==> config.mk <==
export PLATFORM = sky130hd
export DESIGN_NAME = es_startcode_scan
export DESIGN_NICKNAME = d
export VERILOG_FILES = /design/src/rtl/es_sc_pkg.sv /design/src/rtl/es_sc_history.sv /design/src/rtl/es_sc_scan.sv /design/src/rtl/es_sc_queue.sv /design/src/rtl/es_sc_emit.sv /design/src/rtl/es_startcode_scan.sv
export SDC_FILE = /design/constraint.sdc
export NUM_CORES = 1
export LEC_CHECK = 0
export ABC_CLOCK_PERIOD_IN_PS = 21700
export BUFFER_PORTS_ARGS = -buffer_cell sky130_fd_sc_hd__buf_2
export CORE_AREA = 2 2 328 330
export CTS_CLUSTER_DIAMETER = 80
export DETAILED_ROUTE_END_ITERATION = 6
export DIE_AREA = 0 0 330 332
export GPL_TIMING_DRIVEN = 0
export PLACE_DENSITY = 0.55
export SYNTH_ARGS = -nofsm -noshare
export SYNTH_HDL_FRONTEND = slang
export SYNTH_HIERARCHICAL = 1
export SYNTH_SLANG_ARGS = --single-unit
==> constraint.sdc <==
create_clock -name clk -period 21.7 [get_ports clk]
set_clock_uncertainty 0.1 [all_clocks]
set_input_delay 1.085 -clock clk [delete_from_list [all_inputs] [get_ports clk]]
set_output_delay 1.085 -clock clk [all_outputs]
set_load 0.02 [all_outputs]
==> src/rtl/es_sc_pkg.sv <==
package es_sc_pkg;

    localparam int HIST_BYTES = 3;
    localparam int WORD_BYTES = 4;
    localparam int WIN_BYTES  = HIST_BYTES + WORD_BYTES;
    localparam int NCAND      = WORD_BYTES;

    localparam logic [23:0] SC_PREFIX    = 24'h000001;
    localparam logic [3:0]  SC_DESC_TYPE = 4'h0;

    typedef logic [1:0] split_t;
    typedef logic [1:0] widx_t;

    typedef struct packed {
        split_t      split;
        logic [7:0]  code;
        logic [31:0] offset;
    } sc_desc_t;

    function automatic logic [31:0] sc_word(input sc_desc_t d, input widx_t idx);
        logic [31:0] w;
        case (idx)
            2'd0:    w = {2'b00, d.split, SC_DESC_TYPE, 24'h000000};
            2'd1:    w = {SC_PREFIX, d.code};
            2'd2:    w = d.offset;
            default: w = 32'h0000_0000;
        endcase
        return w;
    endfunction

endpackage

==> src/rtl/es_sc_history.sv <==
module es_sc_history
    import es_sc_pkg::*;
#(
    parameter int OFFW = 16
) (
    input  logic                            clk,
    input  logic                            rst,
    input  logic                            en,
    input  logic                            in_valid,
    input  logic [31:0]                     in_data,
    input  logic [OFFW-1:0]                 in_offset,
    output logic [HIST_BYTES-1:0][7:0]      hist_bytes,
    output logic                            hist_vld,
    output logic [OFFW-1:0]                 hist_off
);

    always_ff @(posedge clk) begin
        if (rst || !en) begin
            hist_bytes <= '0;
            hist_vld   <= 1'b0;
            hist_off   <= '0;
        end else if (in_valid) begin
            hist_bytes <= in_data[31:8];
            hist_vld   <= 1'b1;
            hist_off   <= in_offset;
        end
    end

endmodule

==> src/rtl/es_sc_scan.sv <==
module es_sc_scan
    import es_sc_pkg::*;
#(
    parameter int OFFW = 16
) (
    input  logic                        accept,
    input  logic [HIST_BYTES-1:0][7:0]  hist_bytes,
    input  logic                        hist_vld,
    input  logic [OFFW-1:0]             hist_off,
    input  logic [31:0]                 in_data,
    input  logic [OFFW-1:0]             in_offset,
    output logic [NCAND-1:0]            hit,
    output sc_desc_t [NCAND-1:0]        cand
);

    logic [WIN_BYTES-1:0][7:0] win;

    assign win[HIST_BYTES-1:0]         = hist_bytes;
    assign win[WIN_BYTES-1:HIST_BYTES] = in_data;

    for (genvar c = 0; c < NCAND; c++) begin : g_cand
        logic prefix_ok;
        assign prefix_ok = (win[c] == 8'h00) && (win[c+1] == 8'h00) && (win[c+2] == 8'h01);
        if (c == HIST_BYTES) begin : g_local
            assign hit[c]         = accept && prefix_ok;
            assign cand[c].split  = 2'd0;
            assign cand[c].offset = 32'(in_offset);
        end else begin : g_carried
            assign hit[c]         = accept && hist_vld && prefix_ok;
            assign cand[c].split  = 2'(c + 1);
            assign cand[c].offset = 32'(hist_off);
        end
        assign cand[c].code = win[c+3];
    end

endmodule

==> src/rtl/es_sc_queue.sv <==
module es_sc_queue
    import es_sc_pkg::*;
#(
    parameter int QDEPTH = 8,
    parameter int NPUSH  = NCAND,
    localparam int PTRW  = $clog2(QDEPTH),
    localparam int CNTW  = $clog2(QDEPTH + 1)
) (
    input  logic                    clk,
    input  logic                    rst,
    input  logic                    clr,
    input  logic [NPUSH-1:0]        push_vld,
    input  sc_desc_t [NPUSH-1:0]    push_data,
    input  logic                    pop,
    output sc_desc_t                head,
    output logic                    empty,
    output logic [CNTW-1:0]         count
);

    sc_desc_t               mem [QDEPTH];
    logic [PTRW-1:0]        wp;
    logic [PTRW-1:0]        rp;
    logic [NPUSH-1:0]       acc;
    logic [PTRW-1:0]        slot [NPUSH];
    logic [CNTW-1:0]        n_acc;

    always_comb begin
        int free_slots;
        int rank;
        free_slots = QDEPTH - int'(count) + (pop ? 1 : 0);
        rank       = 0;
        for (int i = 0; i < NPUSH; i++) begin
            acc[i]  = 1'b0;
            slot[i] = wp + PTRW'(rank);
            if (push_vld[i] && (rank < free_slots)) begin
                acc[i] = 1'b1;
                rank   = rank + 1;
            end
        end
        n_acc = CNTW'(rank);
    end

    always_ff @(posedge clk) begin
        for (int i = 0; i < NPUSH; i++) begin
            if (acc[i]) mem[slot[i]] <= push_data[i];
        end
    end

    always_ff @(posedge clk) begin
        if (rst || clr) begin
            wp    <= '0;
            rp    <= '0;
            count <= '0;
        end else begin
            wp    <= wp + PTRW'(n_acc);
            if (pop) rp <= rp + 1'b1;
            count <= count + n_acc - CNTW'(pop);
        end
    end

    assign head  = mem[rp];
    assign empty = (count == '0);

endmodule

==> src/rtl/es_sc_emit.sv <==
module es_sc_emit
    import es_sc_pkg::*;
(
    input  logic        clk,
    input  logic        rst,
    input  logic        en,
    input  sc_desc_t    head,
    input  logic        empty,
    output logic        pop,
    output logic        desc_valid,
    output widx_t       desc_idx,
    output logic [31:0] desc_word
);

    localparam widx_t LAST_IDX = 2'd3;

    assign pop = en && desc_valid && (desc_idx == LAST_IDX - 2'd1);

    always_ff @(posedge clk) begin
        if (rst || !en) begin
            desc_valid <= 1'b0;
            desc_idx   <= '0;
            desc_word  <= '0;
        end else if (desc_valid && desc_idx != LAST_IDX) begin
            desc_idx   <= desc_idx + 2'd1;
            desc_word  <= sc_word(head, desc_idx + 2'd1);
        end else if (!empty) begin
            desc_valid <= 1'b1;
            desc_idx   <= '0;
            desc_word  <= sc_word(head, 2'd0);
        end else begin
            desc_valid <= 1'b0;
            desc_idx   <= '0;
            desc_word  <= '0;
        end
    end

endmodule

==> src/rtl/es_startcode_scan.sv <==
module es_startcode_scan
    import es_sc_pkg::*;
#(
    parameter int OFFW   = 16,
    parameter int QDEPTH = 8,
    localparam int CNTW  = $clog2(QDEPTH + 1)
) (
    input  logic            clk,
    input  logic            rst,
    input  logic            det_en,
    input  logic            in_valid,
    input  logic [31:0]     in_data,
    input  logic [OFFW-1:0] in_offset,
    output logic            desc_valid,
    output logic [1:0]      desc_idx,
    output logic [31:0]     desc_word
);

    logic [HIST_BYTES-1:0][7:0] hist_bytes;
    logic                       hist_vld;
    logic [OFFW-1:0]            hist_off;
    logic [NCAND-1:0]           hit;
    sc_desc_t [NCAND-1:0]       cand;
    sc_desc_t                   head;
    logic                       q_empty;
    logic                       q_pop;
    logic [CNTW-1:0]            q_cnt;
    logic                       accept;

    assign accept = det_en && in_valid;

    es_sc_history #(.OFFW(OFFW)) u_hist (
        .clk        (clk),
        .rst        (rst),
        .en         (det_en),
        .in_valid   (in_valid),
        .in_data    (in_data),
        .in_offset  (in_offset),
        .hist_bytes (hist_bytes),
        .hist_vld   (hist_vld),
        .hist_off   (hist_off)
    );

    es_sc_scan #(.OFFW(OFFW)) u_scan (
        .accept     (accept),
        .hist_bytes (hist_bytes),
        .hist_vld   (hist_vld),
        .hist_off   (hist_off),
        .in_data    (in_data),
        .in_offset  (in_offset),
        .hit        (hit),
        .cand       (cand)
    );

    es_sc_queue #(.QDEPTH(QDEPTH), .NPUSH(NCAND)) u_queue (
        .clk        (clk),
        .rst        (rst),
        .clr        (!det_en),
        .push_vld   (hit),
        .push_data  (cand),
        .pop        (q_pop),
        .head       (head),
        .empty      (q_empty),
        .count      (q_cnt)
    );

    es_sc_emit u_emit (
        .clk        (clk),
        .rst        (rst),
        .en         (det_en),
        .head       (head),
        .empty      (q_empty),
        .pop        (q_pop),
        .desc_valid (desc_valid),
        .desc_idx   (desc_idx),
        .desc_word  (desc_word)
    );

endmodule

==> flow_summary.yaml, run 1 <==
synthesis:
  syn_area_per_cell_um2: 14.1
  synth_edf_count: 336
  synth_seq_cells: 425
  synth_cells: 2232
  synthFlopType: "edfxtp_1"
  netlist-cell-type-count: 72
  seq_area_frac_synth_pct: 37.7
  synth-async-reset-ratio_pct: 0
  netlist_area_mm2: 0.0315
  yosysWarnings: 6
timing:
  worst_pin_slew_ns: 1.37
  rsz0062_at_grt: "false"
  post-route-min-period_ns: 9.12
  fmax_ghz: 0.110
  fin_tns_setup_ns: 0
  slew_headroom_pct: 7.86
  finalHoldViolCount: 0
  slew_viol_final: 0
  setup_viol: 0
  final.period_utilization_pct: 42.0
global_routing:
  grt_pass1_wl_mm: 145
  grt_util_met3_pct: 2.57
  use_met1_pct: 24.5
  grt_max_degree: 33
  antenna_found_initial: 0
  use_met2_pct: 29.2
  overflow: 0
  gr-usage-all-layers_pct: 18.0
  top_usage_layer: "met2"
  grt_pass1_vias: 20600
flow_run:
  cap_violations: 0
setup_path:
  slowest_stage: "nand4_1"
  worstSetupStartpointType: "register"
  path_class: "reg2reg"
  critPathMaxStageDelay_ns: 0.80
  cp_common_cell: "ha_1"
  worst_ep_arrival_time_ns: 9.39
  critPathBufInv: 8
  crit_path_end_kind: "register"
  cp_max_fo: 10
  path_delay_family: "compound AO/OA/AOI/OAI gates"
  cp.required_ns: 21.98
pwr:
  irDropWorstVdd_uv: 57.9
  p_per_area_mw_per_mm2: 54.5
  leakagePower_nw: 14.7
  power_mw: 1.98
drt:
  antenna_left: 0
  viasPerCell: 5.01
  drc: 4
  num_vias: 19600
  wire_per_inst_um: 25.7
  wirelength_mm: 101
  drt_iter0_drc: 1599
  first_pass_iters: 7
die:
  core_mm2: 0.106
  io_pins: 87
  die_h_um: 332
  die-area_mm2: 0.110
  die_w_um: 330
  start_util_pct: 29.6
  rows: 120
place:
  hpwlAfterDp_mm: 65.4
  gp_congestion: 0.824
  io_buffers: 86
cells_and_area:
  final_cell_mix: "689 x mux2_2, 336 x edfxtp_1, 242 x mux2_4"
  antenna_cells: 0
  final_layout_size_suffix_gt1_share_pct: 61.7
  syn_to_final_growth_pct: 15.2
  final_common_cell: "mux2_2"
  finalNetCount: 2546
clock_tree:
  cts_made_buffers: 56
  cts_setup_buffers: 0
  clk_pin_slew_ns: 0.06
  postCtsHoldBufs: 0
  htree_num_levels: 2
  cts_tree: "built"
  cts_buffer_depth: 3
  cts-root-buf: "clkbuf_16"
  cts.repair.resized: 0
  insertion_delay_ns: 0.67
  cts.sinks: 425
outcome:
  status: "finished with violations"
  violations: "design-rule violations"
hold_path:
  hold_path_class: "reg2reg"
[tightest hold or removal path: stages, from the launching register on]
cell     delay (ns)
dfxtp_1        0.32
nor2_1         0.08
nor2_1         0.04
[state kept, by name (all words and copies together), names as in the netlist, named ones only]
name,flops
u_queue/mem,336
u_emit/desc_word,32
u_hist/hist_bytes,24
u_hist/hist_off,16
u_queue/count,4
u_queue/rp,3
u_queue/wp,3
u_emit/desc_idx,2
u_emit/desc_valid,1
u_hist/hist_vld,1
[per-stage QoR]
step	hold slack, ns	setup slack [ns]	util [%]	std cells	area [um2]
global route	0.411	12.15	34.1	3915	36300
CTS	0.379	12.79	34.1	3915	36300
detailed placement	0.368	12.35	32.4	3810	34400
finish	0.386	12.58	34.1	3915	36300
global placement	0.348	9.39	31.9	3791	33900
floorplan	0.334	13.56	-	2302	31800
[cell families after synthesis]
group,Yosys count,share of synthesized area [%]
and+or+nand+nor,196,3.92
adders and majority gates,29,1.22
AOI/OAI and AO/OA,46,1.43
xor gates and xnor gates,18,0.524
DFF,425,37.7
buffers and inverters,337,7.31
muxes,1179,47.9
other,2,0.0238
[layer usage]
layer | vias up | routed length (um)
met5 | - | 0
met1 | 9985 | 44900
met3 | 187 | 5370
met4 | 0 | 3550
met2 | 651 | 46700
li1 | 8785 | -
[Yosys cell counts (all sizes together) (2+ instances only)]
master  count  area share (%)
xnor2      10            0.28
o21ai       3           0.060
a22oi       9            0.21
o31ai      10            0.50
fa          3            0.19
a21o        2           0.048
ha         26             1.0
buf       299             6.8
clkbuf     15            0.18
or4         4           0.095
mux4       84             6.0
mux2     1053              41
dfxtp      89             5.7
nand2      11            0.13
conb        2           0.024
nor3        6            0.11
nand4       8            0.16
nand3b      3           0.072
inv        23            0.27
nand2b      9            0.18
or2         3           0.060
a32o        2           0.072
nor4       15            0.63
a21boi      2           0.048
nor2b       5           0.099
a31oi       4           0.079
nor2       75            0.97
edfxtp    336              32
xor2        8            0.25
nand3      17            0.37
nor4b       6            0.28
o211ai      2           0.091
and2       26            0.52
a21oi       5           0.091
mux2i      42             1.3
and3        2           0.044
[report_power, final]
part | switching [mW] | internal [mW] | total, mW
logic | 0.0689 | 0.0966 | 0.166
registers | 0.00216 | 0.878 | 0.880
clock network | 0.390 | 0.540 | 0.930
total | 0.461 | 1.52 | 1.98
[layout make-up]
type	count	area, um2
Buffer	314	2220
Clock buffer	73	1580
Clock inverter	32	289
Fill cell	10300	70000
Inverter	23	86.3
Multi-Input combinational cell	1540	17600
Sequential cell	425	11900
Tap cell	1403	1760
Timing Repair Buffer	105	825
[final timing paths]
path                                         start                  to  slack (ns)  cells past startpoint
worst max register to register  u_emit/desc_idx[0]  u_queue/mem[4][22]       12.58                     28
worst min-delay path               u_hist/hist_vld     u_hist/hist_vld        0.39                      2
worst max-delay path            u_emit/desc_idx[0]  u_queue/mem[4][22]       12.58                     28
worst min register to register     u_hist/hist_vld     u_hist/hist_vld        0.39                      2
Note: power is estimated with default switching activity, not from simulation.
==> inputs of run 2 (changes only) <==
--- a/config.mk
+++ b/config.mk
@@ -5,14 +5,14 @@
 export SDC_FILE = /design/constraint.sdc
 export NUM_CORES = 1
 export LEC_CHECK = 0
-export ABC_CLOCK_PERIOD_IN_PS = 21700
+export ABC_CLOCK_PERIOD_IN_PS = 8350
 export BUFFER_PORTS_ARGS = -buffer_cell sky130_fd_sc_hd__buf_2
 export CORE_AREA = 2 2 328 330
 export CTS_CLUSTER_DIAMETER = 80
 export DETAILED_ROUTE_END_ITERATION = 6
 export DIE_AREA = 0 0 330 332
 export GPL_TIMING_DRIVEN = 0
-export PLACE_DENSITY = 0.55
+export PLACE_DENSITY = 0.57
 export SYNTH_ARGS = -nofsm -noshare
 export SYNTH_HDL_FRONTEND = slang
 export SYNTH_HIERARCHICAL = 1
==> constraint.sdc (replaced) <==
create_clock -name clk -period 8.35 [get_ports clk]
set_clock_uncertainty 0.1 [all_clocks]
set_input_delay 0.4175 -clock clk [delete_from_list [all_inputs] [get_ports clk]]
set_output_delay 0.4175 -clock clk [all_outputs]
set_load 0.02 [all_outputs]
==> run 2 against run 1 <==
The flow still finishes with violations (design-rule violations); register-to-register slack got worse by 12 ns; final cell count increased by 1.0%; total power increased to 2.6 times the previous value; hold slack got worse by 0.34 ns; combinational power increased to 2.7 times the previous value; highest routed layer unchanged.
==> flow_summary.yaml, run 2 (same netlist as run 1, synthesis figures left out) <==
clock_tree:
  cts_tree: "built"
  insertion_delay_ns: 0.64
  cts.sinks: 425
  cts_made_buffers: 54
  cts_buffer_depth: 3
  htree_num_levels: 2
  cts-root-buf: "clkbuf_16"
  clk_pin_slew_ns: 0.06
timing:
  slew_headroom_pct: 13.5
  finalWorstSetupSlack_ns: 0.361
  final.period_utilization_pct: 95.7
  slew_viol_final: 0
  fin_tns_setup_ns: 0
  setup_viol: 0
  post-route-min-period_ns: 7.99
  fmax_ghz: 0.125
  finalHoldViolCount: 0
  holdWs_ns: 0.0421
  worst_pin_slew_ns: 1.29
drt:
  wire_per_inst_um: 25.6
  num_vias: 19600
  first_pass_iters: 7
  drc: 1
  drt_iter0_drc: 1567
  viasPerCell: 4.95
  wirelength_mm: 101
  antenna_left: 0
setup_path:
  rr_endpoint: "u_queue/mem[4][20]"
  crit_path_end_kind: "register"
  cp_max_fo: 10
  r2r_start: "u_emit/desc_idx[0]"
  slowest_stage: "dfxtp_1"
  cp.required_ns: 8.58
  critPathMaxStageDelay_ns: 0.46
  worst_ep_arrival_time_ns: 8.22
  worstSetupStartpointType: "register"
  crit_start: "u_emit/desc_idx[0]"
  reg2regPathDepth: 29
  r2r_slack_ns: 0.36
  cp_common_cell: "ha_1"
  path_class: "reg2reg"
  endpoint: "u_queue/mem[4][20]"
hold_path:
  worstHoldStart: "in_data[15]"
  hold_path_class: "in2reg"
outcome:
  status: "finished with violations"
  violations: "design-rule violations"
pwr:
  power_mw: 5.18
  p_per_area_mw_per_mm2: 142
  irDropWorstVdd_uv: 142
  leakagePower_nw: 14.8
cells_and_area:
  final_common_cell: "mux2_2"
  final_layout_size_suffix_gt1_share_pct: 61.1
  syn_to_final_growth_pct: 16.3
  final_cell_mix: "689 x mux2_2, 336 x edfxtp_1, 242 x mux2_4"
  largest_register_ff_count: 336
  antenna_cells: 0
  final_cell_count_no_fill: 3954
  finalNetCount: 2586
die:
  rows: 120
  die_w_um: 330
  die-area_mm2: 0.110
  io_pins: 87
  die_h_um: 332
  core_mm2: 0.106
  start_util_pct: 29.6
global_routing:
  grt_pass1_vias: 19900
  grt_pass1_wl_mm: 144
  grt_max_degree: 32
  overflow: 0
  antenna_found_initial: 0
  gr-usage-all-layers_pct: 18.1
place:
  placed_cells: 3812
  pre_cts_ws_ns: -0.460
  hpwlAfterDp_mm: 63.9
  gp_congestion: 0.776
  io_buffers: 86
flow_run:
  cap_violations: 0
## run 2: report_power, final
part	total, mW	switching [mW]	internal (mW)
Clock	2.45	1.01	1.44
Sequential	2.29	0.00562	2.28
Combinational	0.443	0.182	0.260
## run 2: final cells by class
class	instances	area [um2]
buffer	314	2220
clock buffer	77	1580
inverter	23	86.3
tap	1403	1760
multi-input combinational	1540	17700
sequential	425	11900
clock inverter	25	270
fill	10500	69700
timing repair buffer	147	1180
## run 2: through the flow
stage | cell area (um2) | utilization, %
2_1_floorplan | 31800 | -
3_3_place_gp | 33900 | 31.9
3_5_place_dp | 34400 | 32.3
4_1_cts | 36500 | 34.4
5_1_grt | 36600 | 34.4
6_report | 36600 | 34.4
## run 2: worst min path at each step
stage | end | slack [ns] | cells past startpoint
after floorplan | u_hist/hist_vld | 0.33 | 2
after global placement | u_hist/hist_vld | 0.35 | 2
after detailed placement | u_hist/hist_vld | 0.36 | 2
after CTS | u_hist/hist_bytes[7] | 0.003 | 3
after global routing | u_hist/hist_off[13] | 0.05 | 3
final | u_hist/hist_bytes[7] | 0.04 | 3
## run 2: repair_timing
| item | 4_1_cts | 5_1_grt |
|---|---|---|
| pin swaps | 2 | 3 |
| setup buffers | 2 | 4 |
| setup endpoints to repair | 211 | 128 |
| endpoints found under the hold margin | 32 | 0 |
| cloned | 0 | 0 |
| gates resized for setup | 2 | 1 |
| hold buffers | 32 | 0 |
## run 2: worst max-delay path, delay by kind of cell (launching register included)
kind / cells / cell delay (ns)
adders and majority gates: 5 / 1.39
DFF: 1 / 0.46
buffers and inverters: 9 / 1.84
AOI/OAI and AO/OA: 8 / 2.18
xor gates and xnor gates: 1 / 0.15
and+or+nand+nor: 6 / 1.54
## run 2: per-layer routing
layer | track usage, % | up-vias | share of wire, %
met5 | 0 | - | 0
met4 | 5.30 | 0 | 2.7
met3 | 2.56 | 163 | 5.4
met2 | 29.8 | 629 | 47
met1 | 24.4 | 9900 | 45
li1 | - | 8883 | -
==> inputs of run 3 (changes only) <==
--- a/config.mk
+++ b/config.mk
@@ -17,3 +17,4 @@
 export SYNTH_HDL_FRONTEND = slang
 export SYNTH_HIERARCHICAL = 1
 export SYNTH_SLANG_ARGS = --single-unit
+export TNS_END_PERCENT = 30
==> constraint.sdc (replaced) <==
create_clock -name clk -period 8.35 [get_ports clk]
set_clock_uncertainty 0.1 [all_clocks]
set_input_delay 1.2525 -clock clk [delete_from_list [all_inputs] [get_ports clk]]
set_output_delay 1.2525 -clock clk [all_outputs]
set_load 0.02 [all_outputs]
==> run 3 against run 2 <==
The run still ends with design-rule violations left; wire length shrank 0.26%; critical path depth shrank 1; via count shrank 0.72%; first-iteration DRC count grew 1.2%; total power shrank 0.18%.
==> flow_summary.yaml, run 3 (same netlist as run 1, synthesis figures left out) <==
drt:
  viasPerCell: 4.96
  wirelength_mm: 101
  num_vias: 19400
  antenna_left: 0
  wire_per_inst_um: 25.7
  drc: 1
  drt_iter0_drc: 1586
  first_pass_iters: 7
cells_and_area:
  final_cell_mix: "689 x mux2_2, 336 x edfxtp_1, 242 x mux2_4"
  multi_input_area_mm2: 0.0177
  fillerInstances: 10500
  finalNetCount: 2554
  final_common_cell: "mux2_2"
  antenna_cells: 0
  seq_area_mm2: 0.0119
  final_area_mm2: 0.0363
  largest_register_ff_count: 336
  syn_to_final_growth_pct: 15.2
  final_layout_size_suffix_gt1_share_pct: 61.9
outcome:
  violations: "design-rule violations"
  status: "finished with violations"
flow_run:
  cap_violations: 0
setup_path:
  path_class: "in2reg"
  crit_path_end_kind: "register"
  reg2regPathDepth: 29
  cp_max_fo: 10
  endpoint: "u_queue/mem[4][20]"
  r2r_start: "u_emit/desc_idx[0]"
  crit_start: "det_en"
  cp.required_ns: 8.58
  worstSetupStartpointType: "primary input"
  worst_ep_arrival_time_ns: 8.27
  r2r_slack_ns: 0.38
  rr_endpoint: "u_queue/mem[4][20]"
clock_tree:
  htree_num_levels: 2
  cts_buffer_depth: 3
  cts_made_buffers: 54
  clk_pin_slew_ns: 0.06
  cts-root-buf: "clkbuf_16"
  cts.sinks: 425
  insertion_delay_ns: 0.64
  cts_tree: "built"
  postCtsHoldBufs: 0
die:
  die_w_um: 330
  core_mm2: 0.106
  io_pins: 87
  die_h_um: 332
  start_util_pct: 29.6
  die-area_mm2: 0.110
  rows: 120
timing:
  slew_headroom_pct: 10.1
  setup_viol: 0
  slew_viol_final: 0
  fmax_ghz: 0.124
  post-route-min-period_ns: 8.04
  worst_pin_slew_ns: 1.34
  holdWs_ns: 0.387
  finalHoldViolCount: 0
  final.period_utilization_pct: 96.3
global_routing:
  grt_pass1_vias: 19700
  gr-usage-all-layers_pct: 18.0
  overflow: 0
  grt_pass1_wl_mm: 143
  grt_max_degree: 32
  antenna_found_initial: 2
place:
  io_buffers: 86
  postPlaceCellArea_mm2: 0.0344
  hpwlAfterDp_mm: 63.9
  gp_congestion: 0.776
hold_path:
  hold_path_class: "reg2reg"
pwr:
  p_per_area_mw_per_mm2: 143
  leakagePower_nw: 14.7
  irDropWorstVdd_uv: 141
## run 3: changes by cell type in the layout (fill, tap and decap cells not counted), sizes merged
cell / previous run / this run
dlygate4sd3: 32 / 0
## run 3: area by class of cell
class                      count  area share (%)
timing repair buffer         115            2.37
buffer                       314            6.11
sequential                   425            32.7
multi-input combinational   1540            48.6
clock inverter                25           0.745
tap                         1403            4.84
clock buffer                  77            4.35
inverter                      23           0.238
## run 3: worst min path at each step
stage	from	endpoint	slack (ns)	cells past startpoint
3_5_place_dp	u_hist/hist_vld	u_hist/hist_vld	0.36	2
5_1_grt	u_hist/hist_vld	u_hist/hist_vld	0.42	2
2_1_floorplan	u_hist/hist_vld	u_hist/hist_vld	0.33	2
4_1_cts	u_hist/hist_vld	u_hist/hist_vld	0.38	2
6_report	u_hist/hist_vld	u_hist/hist_vld	0.39	2
3_3_place_gp	u_hist/hist_vld	u_hist/hist_vld	0.35	2
## run 3: power by group
part / switching, mW / internal (mW) / total (mW)
sequential: 0.00560 / 2.28 / 2.29
clock: 1.01 / 1.44 / 2.46
combinational: 0.180 / 0.251 / 0.431
## run 3: routing by layer
metal,vias to the layer above,track usage (%),share of wire (%)
li1,8821,-,-
met1,9833,24.3,45
met2,613,29.7,47
met3,168,2.56,5.4
met4,0,5.25,2.7
met5,-,0,0
## run 3: critical path: stages
cell and delay, ns:
buf_2 0.24, and3_2 0.40, ha_1 0.27, ha_1 0.27
nand2_1 0.07, mux2_2 0.29, o211ai_4 0.16, buf_4 0.30
or3_1 0.14, nand3_1 0.09, ha_1 0.42, nand2b_1 0.20
a22oi_1 0.43, nor2_4 0.14, or2_2 0.35, o21ai_1 0.36
ha_1 0.33, a221oi_1 0.23, and4_1 0.26, o311a_1 0.22
buf_4 0.23, nand3_2 0.30, buf_2 0.39, nand4_1 0.19
buf_6 0.18, buf_8 0.17, buf_8 0.17, buf_8 0.17
## run 3: what timing repair did
item | 4_1_cts | 5_1_grt
resized for setup | 2 | 1
setup endpoints to repair | 211 | 128
buffers inserted | 2 | 4
pin swaps | 2 | 3
## run 3: through the flow
| stage | total power, mW | std cells | util [%] | setup slack (ns) | setup TNS [ns] |
|---|---|---|---|---|---|
| floorplan | 2.67 | 2302 | - | 0.0442 | 0 |
| global placement | 2.73 | 3791 | 31.9 | -4.56 | -1324.33 |
| detailed placement | 2.73 | 3812 | 32.3 | -1.14 | -294.23 |
| CTS | 5.21 | 3916 | 34.1 | 0.0344 | 0 |
| global route | 5.36 | 3922 | 34.1 | -0.00634 | -0.00710 |
| finish | 5.17 | 3922 | 34.1 | 0.310 | 0 |
